File: src/rtl/utlb_cache.sv
module utlb_cache #(
  parameter int ENTRIES = 8,
  parameter int VPN_W   = 19,
  parameter int ASID_W  = 8,
  parameter int PFN_W   = 20
) (
  input  logic              clk,
  input  logic              rst_n,
  input  logic              lk_valid,
  input  logic [VPN_W-1:0]  lk_vpn,
  input  logic [ASID_W-1:0] lk_asid,
  output logic              lk_hit,
  output logic [PFN_W-1:0]  lk_pfn,
  output logic [5:0]        lk_perm,
  output logic              fill_req,
  output logic [VPN_W-1:0]  fill_vpn,
  output logic [ASID_W-1:0] fill_asid,
  input  logic              fill_ack,
  input  logic [PFN_W-1:0]  fill_pfn,
  input  logic [5:0]        fill_perm,
  input  logic              fill_global,
  input  logic              jt_wr,
  input  logic              jt_wr_keep,
  input  logic              inv_cmd
);
  localparam int PTR_W = (ENTRIES > 1) ? $clog2(ENTRIES) : 1;
  localparam logic [PTR_W-1:0] LAST = PTR_W'(ENTRIES - 1);

  logic [ENTRIES-1:0] vld_q, glb_q, match;
  logic [VPN_W-1:0]   vpn_q  [ENTRIES];
  logic [ASID_W-1:0]  asid_q [ENTRIES];
  logic [PFN_W-1:0]   pfn_q  [ENTRIES];
  logic [5:0]         perm_q [ENTRIES];
  logic [PTR_W-1:0]   rr_q;
  logic               req_q;
  logic [VPN_W-1:0]   req_vpn_q;
  logic [ASID_W-1:0]  req_asid_q;

  wire flush   = (jt_wr & ~jt_wr_keep) | inv_cmd;
  wire take    = req_q & fill_ack;
  wire install = take & ~flush;

  genvar gi;
  generate
    for (gi = 0; gi < ENTRIES; gi++) begin : g_ent
      wire sel = install && (rr_q == PTR_W'(gi));

      assign match[gi] = lk_valid & vld_q[gi] & (vpn_q[gi] == lk_vpn) &
                         (glb_q[gi] | (asid_q[gi] == lk_asid));

      always_ff @(posedge clk) begin
        if (!rst_n)     vld_q[gi] <= 1'b0;
        else if (flush) vld_q[gi] <= 1'b0;
        else if (sel)   vld_q[gi] <= 1'b1;
      end

      always_ff @(posedge clk) begin
        if (sel) begin
          vpn_q[gi]  <= req_vpn_q;
          asid_q[gi] <= req_asid_q;
          pfn_q[gi]  <= fill_pfn;
          perm_q[gi] <= fill_perm;
          glb_q[gi]  <= fill_global;
        end
      end
    end
  endgenerate

  assign lk_hit = |match;

  always_comb begin
    lk_pfn  = '0;
    lk_perm = '0;
    for (int i = ENTRIES - 1; i >= 0; i--) begin
      if (match[i]) begin
        lk_pfn  = pfn_q[i];
        lk_perm = perm_q[i];
      end
    end
  end

  always_ff @(posedge clk) begin
    if (!rst_n)       rr_q <= '0;
    else if (install) rr_q <= (rr_q == LAST) ? '0 : rr_q + 1'b1;
  end

  always_ff @(posedge clk) begin
    if (!rst_n) begin
      req_q      <= 1'b0;
      req_vpn_q  <= '0;
      req_asid_q <= '0;
    end else if (take) begin
      req_q <= 1'b0;
    end else if (!req_q && lk_valid && !lk_hit) begin
      req_q      <= 1'b1;
      req_vpn_q  <= lk_vpn;
      req_asid_q <= lk_asid;
    end
  end

  assign fill_req  = req_q;
  assign fill_vpn  = req_vpn_q;
  assign fill_asid = req_asid_q;
endmodule


File: config.mk
export PLATFORM = sky130hd
export DESIGN_NAME = utlb_cache
export DESIGN_NICKNAME = d
export VERILOG_FILES = /design/src/rtl/utlb_cache.sv
export SDC_FILE = /design/constraint.sdc
export NUM_CORES = 1
export LEC_CHECK = 0
export BUFFER_PORTS_ARGS = -buffer_cell sky130_fd_sc_hd__clkbuf_2
export CAP_MARGIN = 20
export CORE_ASPECT_RATIO = 0.75
export CORE_UTILIZATION = 65
export CTS_CLUSTER_DIAMETER = 40
export DETAILED_ROUTE_END_ITERATION = 16
export PLACE_DENSITY = 0.95
export SYNTH_ARGS = -nofsm -noshare
export SYNTH_HDL_FRONTEND = slang
export SYNTH_SLANG_ARGS = --single-unit
File: constraint.sdc
create_clock -name clk -period 5.73 [get_ports clk]
set_input_delay 0.2865 -clock clk [delete_from_list [all_inputs] [get_ports clk]]
set_output_delay 0.2865 -clock clk [all_outputs]
set_load 0.02 [all_outputs]
==> flow_metrics.tcl <==
set metrics [dict create \
    ys.flop_type "edfxtp_1" \
    critPathMaxStageDelay_ns 0.87 \
    path_depth 9 \
    r2r-start "vpn_q[1][14]$_DFFE_PP_" \
    finalCritPeriodShare 0.811 \
    crit_path_end "lk_perm[2]" \
    worstHoldPathType "input port to flip-flop" \
    fmax_mhz 215 \
    leakagePower_nw 7.56 \
    worstMarginPinSlew_ns 1.10 \
    yosysSeqAreaShare 0.701 \
    drt_wl_total_um 50300 \
    grt_pass1_vias 12007 \
    cts.sinks 471 \
    grt_use_total 0.322 \
    synth_fp_nets 1373 \
    nNetsFinal 1477 \
    avgViaCountPerCell 6.68 \
    io_buffers 115 \
    cts-resized-gates 0 \
    ff2ff_setup_slack_ns 2.09 \
    cts_tree "done" \
    ios 116 \
    synth_area_leaders "edfxtp_1 (66%), xor2_1 (6.4%), dfxtp_1 (4.0%), xnor2_1 (3.2%), mux2i_1 (2.8%)" \
    async_reset_ff_frac 0 \
    cp_slowest_cell "nor4_4" \
    rr_worst_depth 8 \
    drc 0 \
    placed_area_sq_um 20500 \
    cp_top_family "simple AND/OR/NAND/NOR gates" \
    endpoint_kind "output port" \
    htree_levels 2 \
    diodes 0 \
    ir_drop_uv 235 \
    worst_hold_slack_ns 0.0199 \
    ant_nets 0 \
    ys_types 45 \
    critPathBufInv 2 \
    start_util 0.667 \
    die_h_um 152 \
    cp_max_fo 38 \
    cap_violations 0 \
    path_cells "xor2_1, nor4_1, nand3_1, nor4_4, buf_4, nand2_1, a221o_1, a31oi_1, clkbuf_2" \
    drtIter0Drc 2112 \
    core_sq_um 29400 \
    drive_gt1_frac 0.162 \
    vias 12268 \
    hold_violations 0 \
    grt_overflow 0 \
    status "finished clean" \
    synth_top_area_share 0.661 \
    yosysTopAreaCell "edfxtp_1" \
    avgSynthCellArea_sq_um 15.0 \
    yosys_warnings 0 \
    cts_hold_buffers 0 \
    die-width_um 203 \
    cp.required_ns 5.44 \
    cts_setup_buffers 0 \
    rows 54 \
    tns_ns 0 \
    synth_seq_cells 471 \
    fin_crit_ns 4.65 \
    grt_setup_unrepaired "no" \
    regToRegEndpoint "fill_req$_SDFFE_PP0P_" \
    placed_cells 1753 \
    cellPowerDensity_nw_per_um2 317 \
    startpoint "vpn_q[1][14]$_DFFE_PP_" \
    crit_type "flip-flop to output port" \
    crit_arrival_ns 4.36 \
    grt_first_pass_wirelength_um 74000 \
    numCtsBuffers 45 \
    clkTransAtPathRegs_ns 0.06 \
    setup_violations 0 \
    worstHoldPathCells 1 \
    clock_skew_ns 0.0250 \
    dp_hpwl_um 28200 \
    grt_max_degree 60 \
    antenna_found_initial 0 \
    final_core_util 0.746 \
    clock_path_buffers 3 \
    synth_edf_count 432 \
    stdcell_count 1836 \
    start_kind "flip-flop" \
    drtPass1Iterations 10 \
    insertion_delay_ns 0.56 \
    slew_headroom 0.257 \
    areaGrowthSynthToFinish_pct 11.7 \
    cts_root_buf "clkbuf_16" \
    gp_congestion 0.815 \
    syn_area_sq_um 19600 \
    dieArea_sq_um 30900 \
    drv_slew 0 \
    final_area_sq_um 21900 \
    syn_inst 1306 \
    routedWlPerCell_um 27.4 \
]
[sequential cells by signal, summed over array words and instances, names as in the netlist]
| name | flops |
|---|---|
| fill_vpn | 19 |
| vpn_q | 152 |
| glb_q | 8 |
| pfn_q | 160 |
| fill_req | 1 |
| rr_q | 3 |
| fill_asid | 8 |
| vld_q | 8 |
| perm_q | 48 |
| asid_q | 64 |
[metal layers]
metal	track usage	routed length [um]
met4	0.118	1910
met5	0	0
met2	0.495	23300
met1	0.464	19000
met3	0.0599	6100
[stage by stage]
stage | worst slack, ns | power [mW]
6_report | 1.08 | 6.95
5_1_grt | 0.996 | 7.10
4_1_cts | 1.24 | 6.93
3_5_place_dp | 1.55 | 4.14
3_3_place_gp | 1.55 | 4.12
2_1_floorplan | 2.97 | 4.03
[layout by cell type (no fill, tap or decap), drive strengths merged, types with 7 or more instances in the layout]
cell,Yosys,layout
clkbuf,33,175
xnor2,72,72
o21ai,28,28
nor4,36,36
nand2,83,83
buf,47,22
a21oi,34,34
mux2i,54,54
dfxtp,39,39
xor2,144,144
o21a,26,26
nor2,24,24
nor4b,25,25
edfxtp,432,432
clkinv,0,15
o21bai,25,25
a221o,25,25
nand3,12,12
and3,7,7
a31oi,25,25
nor3,7,7
a21o,25,25
nand4,19,19
inv,56,56
[power breakdown]
part / leakage [nW] / switching (mW) / total (mW) / internal [mW]
Clock: 0.665 / 1.26 / 2.88 / 1.61
Sequential: 4.27 / 0.0479 / 3.82 / 3.78
Combinational: 2.62 / 0.170 / 0.252 / 0.0822
Total: 7.56 / 1.48 / 6.95 / 5.47
[cells by family after synthesis]
group                    count (synthesis)  share of synthesized area
AND/OR/NAND/NOR                        230                     0.0703
buffers and inverters                  136                     0.0325
multiplexers                            54                     0.0276
XOR/XNOR                               216                     0.0964
adder cells (fa/ha/maj)                  6                    0.00383
AO/OA/AOI/OAI                          193                     0.0683
flip-flops                             471                      0.701
[cells in the mapped netlist, types with 2 or more instances]
cell / count
xnor2_1: 72
a221o_1: 25
o21bai_1: 25
nand3_1: 12
a21oi_1: 34
inv_1: 56
o21a_1: 26
xor2_1: 144
clkbuf_1: 33
nor2b_1: 4
and3_1: 7
nor4b_2: 20
dfxtp_1: 39
buf_6: 7
buf_2: 29
nor3_1: 6
nand2_1: 83
nor4b_1: 5
buf_4: 10
and2_1: 3
mux2i_1: 54
o21ai_0: 28
nor4_1: 35
nand4_1: 19
edfxtp_1: 432
ha_1: 6
nor2_1: 24
a31oi_1: 25
nand3b_1: 2
or4_1: 2
a21o_1: 25
[worst min path at each step]
stage	startpoint	endpoint
floorplan	fill_global	glb_q[0]$_DFFE_PP_
global placement	vld_q[7]$_SDFFE_PP0P_	vld_q[7]$_SDFFE_PP0P_
detailed placement	vld_q[3]$_SDFFE_PP0P_	vld_q[3]$_SDFFE_PP0P_
CTS	fill_pfn[8]	pfn_q[1][28]$_DFFE_PP_
global route	fill_pfn[8]	pfn_q[1][28]$_DFFE_PP_
finish	fill_pfn[8]	pfn_q[0][68]$_DFFE_PP_
[final cells by class]
| cell class | instances | area (sq um) |
|---|---|---|
| Multi-Input combinational cell | 699 | 5280 |
| Inverter | 56 | 210 |
| Sequential cell | 471 | 13800 |
| Fill cell | 1592 | 7480 |
| Tap cell | 392 | 490 |
| Clock inverter | 21 | 188 |
| Clock buffer | 60 | 1200 |
| Timing Repair Buffer | 137 | 788 |
(Power assumes the default switching activity.)
